==> src/rtl/cfg_port_sequencer.sv <==
`timescale 1ns/1ps
module cfg_port_sequencer #(
  parameter int DW        = 32,
  parameter int ABORT_LEN = 4,
  parameter int DRAIN_LEN = 8
) (
  input  logic          clk,
  input  logic          rst_n,
  input  logic          fifo_empty,
  input  logic [DW-1:0] fifo_rdata,
  output logic          fifo_rd,
  input  logic          port_busy,
  input  logic          err_in,
  input  logic          last_commit,
  input  logic          done_qual,
  output logic          port_ce_n,
  output logic          port_we_n,
  output logic [DW-1:0] port_data,
  output logic          port_par,
  output logic          done
);
  localparam int AW = $clog2(ABORT_LEN + 1);
  localparam int CW = $clog2(DRAIN_LEN + 1);

  typedef enum logic [1:0] {S_XFER, S_ABORT, S_FIN} st_t;
  st_t st;
  logic [AW-1:0] ab_cnt;
  logic [CW-1:0] dr_cnt;

  wire drain_ok = fifo_empty & last_commit & ~port_busy;

  assign fifo_rd  = (st == S_XFER) & ~err_in & ~port_busy & ~fifo_empty;
  assign port_par = ~^port_data;
  assign done     = (st == S_FIN) & done_qual;

  always_ff @(posedge clk) begin
    if (!rst_n) begin
      st        <= S_XFER;
      ab_cnt    <= '0;
      dr_cnt    <= '0;
      port_ce_n <= 1'b1;
      port_we_n <= 1'b1;
      port_data <= '0;
    end else begin
      case (st)
        S_XFER: begin
          if (err_in) begin
            st        <= S_ABORT;
            ab_cnt    <= '0;
            port_ce_n <= 1'b0;
            port_we_n <= 1'b1;
            port_data <= '0;
          end else begin
            if (!port_busy) begin
              if (!fifo_empty) begin
                port_ce_n <= 1'b0;
                port_we_n <= 1'b0;
                port_data <= fifo_rdata;
              end else begin
                port_ce_n <= 1'b1;
                port_we_n <= 1'b1;
              end
            end
            if (drain_ok) begin
              if (dr_cnt == CW'(DRAIN_LEN - 1)) st <= S_FIN;
              else dr_cnt <= dr_cnt + 1'b1;
            end else begin
              dr_cnt <= '0;
            end
          end
        end
        S_ABORT: begin
          if (ab_cnt == AW'(ABORT_LEN - 1)) begin
            st        <= S_FIN;
            port_ce_n <= 1'b1;
            port_we_n <= 1'b1;
          end else begin
            ab_cnt <= ab_cnt + 1'b1;
          end
        end
        default: ;
      endcase
    end
  end
endmodule

==> config.mk <==
export PLATFORM = sky130hd
export DESIGN_NAME = cfg_port_sequencer
export DESIGN_NICKNAME = d
export VERILOG_FILES = /design/src/rtl/cfg_port_sequencer.sv
export SDC_FILE = /design/constraint.sdc
export NUM_CORES = 1
export LEC_CHECK = 0
export BUFFER_PORTS_ARGS = -buffer_cell sky130_fd_sc_hd__clkbuf_2
export CORE_UTILIZATION = 44
export DETAILED_ROUTE_END_ITERATION = 8
export PLACE_DENSITY = 0.77
export SLEW_MARGIN = 40
export SYNTH_ARGS = -nofsm -noshare
export SYNTH_HDL_FRONTEND = slang
export SYNTH_SLANG_ARGS = --single-unit
==> constraint.sdc <==
create_clock -name clk -period 1.6 [get_ports clk]
set_input_delay 0.16 -clock clk [delete_from_list [all_inputs] [get_ports clk]]
set_output_delay 0.16 -clock clk [all_outputs]
set_load 0.005 [all_outputs]
* Word-level counts from Yosys, hierarchy flattened
Cells that the tools add are included.
** Storage, ports and cells
- Flip-flop bits (word level) :: 43
- Input port bits :: 39
- Output and inout bits :: 37
- Word-level logic and storage cells :: 58
** Cells by class
- Add/subtract/negate cells :: 2
- Equal/unequal tests :: 13
- Muxes and demuxes :: 20
- Bitwise operators :: 9
- Reductions and logical operators :: 8
** Operator list (count)
- 32-bit 2-to-1 mux :: 3
- 32-bit XNOR reduction :: 1
- 3-bit AND reduction :: 4
- 2-bit 2-to-1 mux :: 4
- 4-bit 2-to-1 mux :: 2
- 2-bit inequality test, second input constant :: 4
- 1-bit bitwise AND :: 6
- 3-bit 2-to-1 mux :: 2
- 3-bit inequality test, second input constant :: 2
- 3-bit case mux with 2 select lines :: 1
- 1-bit 2-to-1 mux :: 5
- 4-bit by 1-bit adder with 4-bit output, second input constant :: 1
- 4-bit by 3-bit == test with 1-bit output, second input constant :: 1
- 2-bit by 1-bit inequality test with 1-bit output, second input constant :: 2
- 1-bit case mux with 2 select lines :: 2
- 2-bit case mux with 2 select lines :: 1
- 4-bit AND reduction :: 1
- 3-bit by 1-bit adder with 3-bit output, second input constant :: 1
- 3-bit by 2-bit == test with 1-bit output, second input constant :: 1
- 3-bit by 2-bit inequality test with 1-bit output, second input constant :: 1
- 1-bit inverter :: 3
- 2-bit by 1-bit == test with 1-bit output, second input constant :: 1
- 2-bit == test, second input constant :: 1
- 2-bit logical NOT :: 1
- 2-bit nonzero test :: 1

* Longest topological paths before layout
- Word-level depth :: 5
- Mapped depth :: 6

* Worst setup path before layout
OpenSTA, ideal clock, no wires.
- Path kind :: reg2reg
- Start :: register ab_cnt[0]
- End :: register ab_cnt[0]
- Library setup time :: 0.128 ns
- Data arrival time :: 1.353 ns
- Data required time :: 1.472 ns
- Path slack :: 0.119 ns
- Cell stages (with the launch flop) :: 7
- Buffers on the path :: 0
- Period minus slack after synthesis :: 1.481 ns
- Path through :: dfxtp_1 > ha_1 > ha_1 > a21o_1 > or2_2 > a21oi_1 > nor2_1
** On the way
- Cells in the longest elaborated chain, start to end :: 3
- Elaborated cells on any way between the ends :: 6
- Those cells by class :: add/sub: 1; eq/ne: 2; mux: 2; reduce/logical: 1
** RTL lines
- start: declaration :: RTL line 27 : logic [AW-1:0] ab_cnt;
- start signal: assignment :: RTL line 78 : ab_cnt <= ab_cnt + 1'b1;
- 3-bit by 1-bit adder with 3-bit output / 3-bit by 2-bit == test with 1-bit output (equally long branches) :: RTL line 78, 73
- 3-bit 2-to-1 mux / 2-bit inequality test (equally long branches)
- 3-bit case mux with 2 select lines / 3-bit AND reduction (equally long branches)
Parallel ways exist; a longest one is shown, timed or not. The select of a mux whose other input is x is not followed.
A chain may end at the register's enable or synchronous reset.

* Worst setup path in the final report
- Start :: register port_data[7]
- End :: output port port_par
** On the way
- Cells in the longest elaborated chain, start to end :: 1
** RTL lines
- start: declaration :: RTL line 18 : output logic [DW-1:0] port_data,
- start signal: assignment :: RTL line 58 : port_data <= fifo_rdata;
- 32-bit XNOR reduction :: RTL line 33 : assign port_par = ~^port_data;
- end: declaration :: RTL line 19 : output logic port_par,
Every way passes these cells.

==> results.ini <==
[outcome]
outcome=finished, violations left
violations=DRC, setup timing

[drt]
via_per_inst=5.16
wl_per_cell_um=12.9
finalWirelength_um=4780
drt-initial-drc-count=142
vias=1916
drc=16
dr.pass1.iters=6
drtAntennaViolNets=0

[sta]
setup_violations=1
timing.hold.ws_ps=91.0
tightest_slew_ps=296
layout_setup_ws_ps=-176
slew-limit-headroom_pct=80.2
finalMaxSlewViolations=0
timing.fmax_mhz=563
final.period_utilization_pct=111
rsz0062_at_grt=yes
period_needed_ps=1780
finClkSkew_ps=5.72
final_hold_viol_count=0

[min_path]
hold_depth=2
hp-start=rst_n
hold_class=primary input to flip-flop
hold_path_end=port_ce_n$_SDFFE_PN1P_

[pwr]
combPwrFrac_pct=23.8
ir_drop_mv=0.543
cellLeakagePower_uw=0.00111
p_switching_uw=711
sw_frac_of_total_pct=27.9
power_density_mw_per_mm2=936
internal_power_uw=1830
sequentialPowerShare_pct=46.4
pwr-share-clk_pct=29.8

[die]
core_area_mm2=0.00444
rows=24
die_h_um=70.6
die_x_um=70.6
pin_count=76
initial_core_util_pct=46.5
die-area_mm2=0.00498

[worst_setup_path]
cp.arrival_ps=1620
r2r_cells=6
timing.rr.end=ab_cnt[2]$_SDFFE_PN0P_
cp_num_cells=6
crit_buf_inv=1
critPathMaxStageDelay_ps=340
critPathKind=flip-flop to output pin
crit_slowest_cell=dfxtp_2
crit_path_end_kind=output pin
startpoint_type=flip-flop
cp_top_family=XOR/XNOR gates
crit_chain=xor2_1 -> xnor2_1 -> xnor2_1 -> xnor2_1 -> xnor2_1 -> buf_2
r2r-start=ab_cnt[0]$_SDFFE_PN0P_
worstPathRequired_ps=1440
cpMostUsedCell=xnor2_1
reg2reg_slack_ps=60
cp_max_fo=3

[synthesis]
synthSimpleGateAreaFrac_pct=25.0
postSynthNetCount=285
avgSynthCellArea_um2=8.51
yosys_warnings=0
synthCells=243
synth-seq-cells=43
synth_area_mm2=0.00207
synth.mux.area_fraction_pct=0
yosysUniqueCellTypes=29
synth_top_family_by_area=simple AND/OR/NAND/NOR gates
synthAdderAreaFrac_pct=1.81
synth-xor-area-share_pct=13.1
yosysSeqAreaShare_pct=41.6
synth_compound_area_share_pct=13.9

[global_routing]
grt_pass1_vias=1727
grt_max_degree=36
gr-total-overflow=0
grt_pass1_wl_um=7490
grtUsageTotal_pct=19.2
antenna_found_initial=0

[final_layout]
fin_cells=371
fin_area_mm2=0.00272
drive_gt1_share_pct=37.6
fill_cells=402
utilization_pct=61.1
syn2layout_area_growth_pct=31.4
final_nets=360
diodes=0

[placed_design]
place_inst=361
portBuffers=75
hpwl_um=3180
routabilityCongestion=0.838
post-place-ws_ps=88.7
placed_area_mm2=0.00252

[cts]
clkTransAtPathRegs_ps=80
cts_tree=yes
clock-root-buffer=clkbuf_8
numCtsBuffers=5
clk_path_buf_depth=2
cts_max_level=2
cts_sinks=43
clock_latency_ps=300

[job]
drv_cap=0

==> cell type report <==
type	count	area, um2	area share [%]
tap	52	65.1	2.39
multi-input combinational	180	1180	43.3
sequential	43	881	32.4
inverter	4	15.0	0.552
clock buffer	8	100	3.68
timing repair buffer	84	480	17.7
==> state kept, by name (all words and copies together), names as in the netlist <==
register	flops
ab_cnt	3
port_ce_n	1
port_we_n	1
dr_cnt	4
port_data	32
st	2
==> cell families after synthesis <==
logic type               count (synthesis)
AO/OA/AOI/OAI                           52
XOR/XNOR                                31
adder cells (fa/ha/maj)                  3
buffers and inverters                   20
flip-flops                              43
AND/OR/NAND/NOR                         94
==> routing by layer <==
metal / vias to the layer above / routed length [um] / GRT usage [%]
li1: 976 / - / -
met1: 877 / 2200 / 23.0
met2: 55 / 2240 / 32.8
met3: 8 / 260 / 5.41
met4: 0 / 78 / 7.33
met5: - / 0 / 0
==> power by group through the flow <==
| stage | clock network (uW) | registers (uW) | logic [uW] |
|---|---|---|---|
| 2_1_floorplan | 0 | 1190 | 377 |
| 3_3_place_gp | 0 | 1190 | 582 |
| 3_5_place_dp | 0 | 1200 | 590 |
| 4_1_cts | 777 | 1170 | 600 |
| 5_1_grt | 823 | 1190 | 657 |
| 6_report | 758 | 1180 | 606 |
==> through the flow <==
stage	power, uW	TNS [ps]
detailed placement	1790	0
global placement	1780	0
global route	2670	-303
finish	2540	-176
CTS	2550	-201
floorplan	1560	0
==> cells in the mapped netlist, drive strengths merged <==
| master | instances | area share [%] |
|---|---|---|
| a21boi | 1 | 0.36 |
| a21o | 1 | 0.36 |
| a21oi | 38 | 9.2 |
| a221oi | 2 | 0.85 |
| a311oi | 1 | 0.42 |
| a31oi | 1 | 0.30 |
| and2 | 1 | 0.30 |
| and4 | 1 | 0.42 |
| buf | 9 | 2.5 |
| clkbuf | 7 | 1.3 |
| dfxtp | 43 | 42 |
| ha | 3 | 1.8 |
| inv | 4 | 0.73 |
| nand2 | 38 | 6.9 |
| nand3 | 1 | 0.24 |
| nand3b | 33 | 12 |
| nor2 | 12 | 2.2 |
| nor3 | 3 | 1.3 |
| nor4b | 2 | 0.85 |
| o21a | 1 | 0.36 |
| o21ai | 6 | 1.5 |
| o31ai | 1 | 0.60 |
| or2 | 1 | 0.30 |
| or3 | 2 | 0.60 |
| xnor2 | 27 | 11 |
| xor2 | 4 | 1.7 |
==> placed cells by master, fill, tap and decap left out, types with 2 or more instances in the layout <==
cell type and instances:
dfxtp_1 27, clkbuf_2 74, nor2_1 12, nand2_1 38, xnor2_2 5, nor4b_1 2
dfxtp_2 16, ha_1 3, inv_1 4, xnor2_1 22, buf_12 3, nand3b_1 33
buf_4 6, o21ai_0 5, a21oi_1 37, xor2_1 4, clkbuf_8 7
==> worst max-delay path by stage <==
stage | slack (ps) | from | to
2_1_floorplan | 120 | ab_cnt[0]$_SDFFE_PN0P_ | ab_cnt[0]$_SDFFE_PN0P_
3_3_place_gp | 120 | port_data[7]$_SDFFE_PN0P_ | port_par
3_5_place_dp | 90 | ab_cnt[0]$_SDFFE_PN0P_ | ab_cnt[1]$_SDFFE_PN0P_
4_1_cts | -200 | port_data[3]$_SDFFE_PN0P_ | port_par
5_1_grt | -260 | port_data[0]$_SDFFE_PN0P_ | port_par
6_report | -180 | port_data[7]$_SDFFE_PN0P_ | port_par
==> what timing repair did <==
action                     in CTS  in global routing
resized for setup              12                 14
setup endpoints to repair       2                  4
gates cloned                    0                  0
hold buffers                    0                  0
hold endpoints to repair        0                  0
buffers inserted                2                  0
pin swaps                       7                  9
No activity file was read; power rests on OpenSTA's default activity.
